===== src/rtl/idstream_pkg.sv =====
package idstream_pkg;
  typedef enum logic [1:0] {
    ST_IDLE  = 2'd0,
    ST_ARMED = 2'd1,
    ST_SEND  = 2'd2
  } idstream_state_e;
endpackage


===== src/rtl/idstream_edge.sv =====
module idstream_edge (
  input  logic clk,
  input  logic rst_n,
  input  logic d,
  output logic rise,
  output logic fall
);
  logic d_q;

  always_ff @(posedge clk or negedge rst_n) begin
    if (!rst_n) d_q <= 1'b0;
    else        d_q <= d;
  end

  assign rise = d & ~d_q;
  assign fall = ~d & d_q;
endmodule


===== src/rtl/idstream_bitsel.sv =====
module idstream_bitsel #(
  parameter int unsigned       ID_W      = 32,
  parameter logic [ID_W-1:0]   ID_WORD   = '0,
  parameter bit                LSB_FIRST = 1'b1
) (
  input  logic clk,
  input  logic rst_n,
  input  logic load,
  input  logic adv,
  output logic last,
  output logic bit_out
);
  localparam int unsigned IDX_W = (ID_W > 1) ? $clog2(ID_W) : 1;
  localparam logic [IDX_W-1:0] IDX_LAST = IDX_W'(ID_W - 1);

  logic [IDX_W-1:0] idx_q;
  logic [ID_W-1:0]  ordered;

  always_ff @(posedge clk or negedge rst_n) begin
    if (!rst_n)    idx_q <= '0;
    else if (load) idx_q <= '0;
    else if (adv)  idx_q <= idx_q + 1'b1;
  end

  generate
    if (LSB_FIRST) begin : g_lsb
      assign ordered = ID_WORD;
    end else begin : g_msb
      for (genvar i = 0; i < ID_W; i++) begin : g_rev
        assign ordered[i] = ID_WORD[ID_W-1-i];
      end
    end
  endgenerate

  assign last    = (idx_q == IDX_LAST);
  assign bit_out = ordered[idx_q];
endmodule


===== src/rtl/idstream_fsm.sv =====
module idstream_fsm
  import idstream_pkg::*;
(
  input  logic            clk,
  input  logic            rst_n,
  input  logic            sel_n,
  input  logic            nv_busy,
  input  logic            trig_rise,
  input  logic            trig_fall,
  input  logic            sclk_fall,
  input  logic            last,
  output idstream_state_e state,
  output logic            load,
  output logic            adv
);
  idstream_state_e nxt;

  always_comb begin
    nxt  = state;
    load = 1'b0;
    adv  = 1'b0;
    if (sel_n) begin
      nxt = ST_IDLE;
    end else begin
      unique case (state)
        ST_IDLE: begin
          if (trig_rise && !nv_busy) nxt = ST_ARMED;
        end
        ST_ARMED: begin
          if (trig_fall) begin
            nxt  = ST_SEND;
            load = 1'b1;
          end
        end
        ST_SEND: begin
          if (sclk_fall) begin
            if (last) nxt = ST_IDLE;
            else      adv = 1'b1;
          end
        end
        default: nxt = ST_IDLE;
      endcase
    end
  end

  always_ff @(posedge clk or negedge rst_n) begin
    if (!rst_n) state <= ST_IDLE;
    else        state <= nxt;
  end
endmodule


===== src/rtl/idstream_tx.sv =====
module idstream_tx
  import idstream_pkg::*;
#(
  parameter int unsigned     ID_W    = 32,
  parameter logic [ID_W-1:0] ID_WORD = 32'h3B1E_C0A5
) (
  input  logic clk,
  input  logic rst_n,
  input  logic sel_n,
  input  logic trig,
  input  logic ser_clk,
  input  logic nv_busy,
  output logic ser_dout,
  output logic ser_doe
);
  logic            trig_rise, trig_fall;
  logic            sclk_rise_unused, sclk_fall;
  logic            load, adv, last, bit_out;
  idstream_state_e state;

  idstream_edge u_trig_edge (
    .clk(clk), .rst_n(rst_n), .d(trig),
    .rise(trig_rise), .fall(trig_fall)
  );

  idstream_edge u_sclk_edge (
    .clk(clk), .rst_n(rst_n), .d(ser_clk),
    .rise(sclk_rise_unused), .fall(sclk_fall)
  );

  idstream_fsm u_fsm (
    .clk(clk), .rst_n(rst_n), .sel_n(sel_n), .nv_busy(nv_busy),
    .trig_rise(trig_rise), .trig_fall(trig_fall), .sclk_fall(sclk_fall),
    .last(last), .state(state), .load(load), .adv(adv)
  );

  idstream_bitsel #(
    .ID_W(ID_W), .ID_WORD(ID_WORD), .LSB_FIRST(1'b1)
  ) u_bitsel (
    .clk(clk), .rst_n(rst_n), .load(load), .adv(adv),
    .last(last), .bit_out(bit_out)
  );

  assign ser_doe  = (state == ST_SEND);
  assign ser_dout = ser_doe ? bit_out : 1'b1;
endmodule


===== config.mk =====
export PLATFORM = sky130hd
export DESIGN_NAME = idstream_tx
export DESIGN_NICKNAME = d
export VERILOG_FILES = /design/src/rtl/idstream_pkg.sv /design/src/rtl/idstream_edge.sv /design/src/rtl/idstream_bitsel.sv /design/src/rtl/idstream_fsm.sv /design/src/rtl/idstream_tx.sv
export SDC_FILE = /design/constraint.sdc
export NUM_CORES = 1
export LEC_CHECK = 0
export ABC_AREA = 1
export BUFFER_PORTS_ARGS = -buffer_cell sky130_fd_sc_hd__buf_4
export CAP_MARGIN = 20
export CORE_MARGIN = 5
export CORE_UTILIZATION = 45
export CTS_CLUSTER_SIZE = 24
export DETAILED_ROUTE_END_ITERATION = 12
export GPL_TIMING_DRIVEN = 1
export HOLD_SLACK_MARGIN = 0.08
export PLACE_DENSITY_LB_ADDON = 0.15
export SLEW_MARGIN = 10
export SYNTH_ARGS = -nofsm -noshare
export SYNTH_HDL_FRONTEND = slang
export SYNTH_HIERARCHICAL = 1
export SYNTH_SLANG_ARGS = --single-unit
export TNS_END_PERCENT = 5

===== constraint.sdc =====
create_clock -name clk -period 4.17 [get_ports clk]
set_input_delay 0.2085 -clock clk [delete_from_list [all_inputs] [get_ports clk]]
set_output_delay 0.2085 -clock clk [all_outputs]
set_load 0.05 [all_outputs]

After elaboration in Yosys (flattened, before gate mapping)

Memories as Yosys holds them, arrays and structs flattened.
Cells that the tools add are included.

Flip-flop bits (word level): 9
Memory bits (read-only): 32
Input bits: 6
Output and inout port bits: 2
Word-level logic and storage cells: 42
Memories kept: 1

Memory list:

| name            | depth | bits a word | rd ports | clocked after Yosys merged registers in | write ports | RTL line              | RTL |
|---|---|---|---|---|---|---|---|
| (no name shown) | 32    | 1           | 1        | 0                                       | 0           | idstream_bitsel.sv:36 | `assign bit_out = ordered[idx_q];` |

Add/subtract/negate cells: 1
Order comparisons: 1
Equality and inequality tests: 7
Multiplexer cells: 17
Bitwise gates (word level): 6
Reductions and logical operators: 5

Operators with widths:

| cell                                                                         | number |
|---|---|
| 2-bit two-way mux                                                            | 5 |
| 5-bit two-way mux                                                            | 2 |
| 1-bit two-way mux                                                            | 9 |
| 3-bit by 2-bit inequality test with 1-bit output, second input constant      | 3 |
| 5-bit by 6-bit less-than comparator with 1-bit output, second input constant | 1 |
| 2-bit case mux with 3 select lines                                           | 1 |
| 5-bit by 1-bit adder with 5-bit output, second input constant                | 1 |
| 5-bit == test, second input constant                                         | 1 |
| 4-bit AND reduction                                                          | 1 |
| 1-bit AND                                                                    | 3 |
| 3-bit inequality test, second input constant                                 | 1 |
| 1-bit inverter                                                               | 3 |
| 2-bit by 1-bit == test with 1-bit output, second input constant              | 1 |
| 2-bit == test, second input constant                                         | 1 |
| 2-bit zero test                                                              | 1 |
| 2-bit nonzero test                                                           | 1 |
| 1-bit logical AND                                                            | 1 |
| 1-bit zero test                                                              | 1 |

Depth between registers and ports, before layout

Depth in word-level cells: 7
Gate-level depth with buffers: 10
Depth with buffers taken out: 10

Modules after synthesis

The synthesis kept the hierarchy.

Modules (own cells, without submodules):

| module          | times used | cells each | area each (µm²) | seq. area each (µm²) |
|---|---|---|---|---|
| idstream_bitsel | 1          | 49         | 345.3           | 125.1 |
| idstream_fsm    | 1          | 21         | 141.4           | 50.0 |
| idstream_edge   | 2          | 5          | 40.0            | 25.0 |
| idstream_tx     | 1          | 5          | 22.5            | 0.0 |

Least setup slack after synthesis

OpenSTA, ideal clock, no wires.

Path kind: register to register
Start: register u_bitsel.idx_q[0]
End: register u_bitsel.idx_q[3]
Library setup time: 119 ps
Arrival: 1612 ps
Required time: 4051 ps
Slack: 2439 ps
Cell stages (with the launch flop): 11
Buffers on the path: 0
Period minus slack after synthesis: 1731 ps
Cell sequence: dfrtp_1 -> ha_1 -> nand2_1 -> nor2_1 -> ha_1 -> nor3_1 -> nor2_2 -> nor2_2 -> nand3_1 -> nand2_1 -> nor2_1

Word-level cells in the longest chain between the ends: 6
Elaborated cells between the ends (all ways): 9
Those cells by class: add/sub (1); eq/ne (1); mux (6); reduce/logical (1)

RTL lines:

| item                                | RTL line              | RTL |
|---|---|---|
| from (decl)                         | idstream_bitsel.sv:16 | `logic [IDX_W-1:0] idx_q;` |
| from (signal assigned)              | idstream_bitsel.sv:22 | `else if (adv) idx_q <= idx_q + 1'b1;` |
| 5-bit == test                       | idstream_bitsel.sv:35 | `assign last = (idx_q == IDX_LAST);` |
| via last                            | idstream_tx.sv:18     | `logic load, adv, last, bit_out;` |
| 1-bit two-way mux                   | idstream_fsm.sv:37    | `if (last) nxt = ST_IDLE;` |
| 1-bit two-way mux                   | idstream_fsm.sv:36    | `if (sclk_fall) begin` |
| 1-bit two-way mux                   | idstream_fsm.sv:25    | `unique case (state)` |
| 1-bit two-way mux                   | idstream_fsm.sv:22    | `if (sel_n) begin` |
| via adv                             | idstream_tx.sv:18     |  |
| 2-bit nonzero test (no source line) | -                     |  |

The timed path passes the listed nets, and every way through them passes these cells. The select of a mux whose other input is x is not followed.
A chain may end at the register's enable or synchronous reset.

Worst setup path after layout

Ends and elaborated chain as after synthesis.

==> run summary <==
Post-Syn Area per Cell - 7.01 um^2
Clock Skews - 0.00299 ns
diodes inserted - 0
GRT Total Usage - 0.122
number of DRC markers in iteration 0 - 18
Root Driver - clkbuf_4
layout net count - 108
# H-tree levels - 1
static leakage - 0.391 nW
critical path fanouts, max - 4
Layout Area Growth over Synthesis - 21.9%
critical path launch point type - register
drt drc - 0
remaining antenna violation count - 0
Final HPWL DP - 826 um
Worst setup EP type - register
PortBufs - 7
share of layout cells above drive strength 1 - 0.165
setup violators final - 0
Bufs and invs on worst path - 0
postcts setup bufs - 0
Ports - 8
clock period minus worst slack - 1.92 ns
worst-margin pin slew - 0.477 ns
Total Wirelength - 1.06 mm
Yosys warnings - 6
Synth Cell Area - 582 um^2
RSZ-0062 raised after global routing - false
Fillers - 127
setup TNS - 0 ns
CP peak stage delay - 0.43 ns
number of clock sinks - 9
CTS tree - built
pwr/cell area - 310 nW/um^2
Final Hold Vio Count - 0
Tightest Hold Check Type - in -> reg
syn nets - 93
WL/cell - 9.46 um
first-pass GRT wire length - 1.80 mm
Max Cap Viol - 0
GP Congestion - 0.763
Starting Density - 0.459
most common cell after layout, fill and taps aside - nand2_1
Initial DRT Pass Iterations - 5
period utilization - 0.460
CORE AREA - 1270 um^2
vias - 525
die area - 2110 um^2
CP required - 4.32 ns
Storage cell area - 225 um^2
antenna violations before repair - 0
Worst EP arrival - 2.07 ns
CP delay by family, top - simple AND/OR/NAND/NOR gates
most frequent cells in the layout - 20 x nand2_1, 18 x inv_1, 10 x nand3_1
Clk Latency, worst-skew pair - 0.26 ns
clock-pin slew on the worst setup and hold paths - 0.06 ns
grt ovf - 0
cts bufs inserted - 3
Final Max Slew Viols - 0
Die Y - 46.0 um
FMAX - 521 MHz
Vias/cell - 4.69
largest net degree at the start of global routing - 10
Rows - 13
Rel. slew slack - 0.680
vias in the first global route - 459
CP Class - reg -> reg
WHS - 0.231 ns
status - finished clean
Die Width - 46.0 um
crit-path cells - ha_1, nand2_1, nor2_1, ha_1, nor3_1, nor2_2, nor2_2, nand3_1, nand2_1, nor2_1
cells after synthesis - 83
peak supply drop - 0.178 mV
area of the multi-input gates - 285 um^2
Max Root-Sink Buffers - 2
Slowest-stage cell, CP - nor3_1
## routing by layer
metal | track usage | up-vias | share of wire | wire length (um)
met5 | 0 | - | 0 | 0
met4 | 0.0852 | 0 | 0.011 | 12
met3 | 0.0356 | 2 | 0.042 | 45
met2 | 0.154 | 9 | 0.41 | 436
met1 | 0.173 | 230 | 0.53 | 565
li1 | - | 284 | - | -
## tightest hold or removal path, cell delays in order
cell and delay (ns):
buf_4 0.08, inv_1 0.04, nand2_1 0.06, o31ai_1 0.06
## registers in the layout, indices dropped and copies added (netlist names)
register	count
u_sclk_edge/d_q	1
u_fsm/state	2
u_bitsel/idx_q	5
u_trig_edge/d_q	1
## path summary, 6_finish.rpt
path                                   start                end  slack, ns  cells after the start
hold / removal                       nv_busy     u_fsm/state[0]       0.23                      4
setup reg to reg           u_bitsel/idx_q[0]  u_bitsel/idx_q[3]       2.25                     10
hold reg to reg            u_bitsel/idx_q[4]  u_bitsel/idx_q[4]       0.55                      2
max in group asynchronous              rst_n  u_bitsel/idx_q[1]       3.73                      2
min in group asynchronous              rst_n  u_bitsel/idx_q[4]       0.31                      2
setup / recovery           u_bitsel/idx_q[0]  u_bitsel/idx_q[3]       2.25                     10
## what timing repair did
| action | CTS | global route |
|---|---|---|
| hold buffers | 3 | 0 |
| resized for setup | 0 | 0 |
| setup endpoints to repair | 0 | 0 |
| hold endpoints to repair | 11 | 0 |
## where the power goes
part / leakage (nW) / switching [mW] / total [mW] / internal, mW
Clock: 0.0150 / 0.0299 / 0.0667 / 0.0368
Sequential: 0.113 / 0.00772 / 0.102 / 0.0944
Combinational: 0.263 / 0.0301 / 0.0512 / 0.0211
Total: 0.391 / 0.0677 / 0.220 / 0.152
## stage by stage
stage | instance area [um^2] | std cells | worst slack (ns) | util | power, mW
after floorplan | 582 | 83 | 2.44 | - | 0.138
after global placement | 653 | 105 | 2.29 | 0.515 | 0.152
after detailed placement | 653 | 105 | 2.24 | 0.515 | 0.153
after CTS | 709 | 112 | 2.24 | 0.559 | 0.224
after global routing | 709 | 112 | 2.09 | 0.559 | 0.239
final | 709 | 112 | 2.25 | 0.559 | 0.220
## cell type report
| class | count | area share |
|---|---|---|
| Timing Repair Buffer | 10 | 0.116 |
| Clock buffer | 4 | 0.0370 |
| Inverter | 19 | 0.101 |
| Multi-Input combinational cell | 55 | 0.402 |
| Sequential cell | 9 | 0.317 |
| Tap cell | 15 | 0.0265 |
No activity file was read; power rests on OpenSTA's default activity.
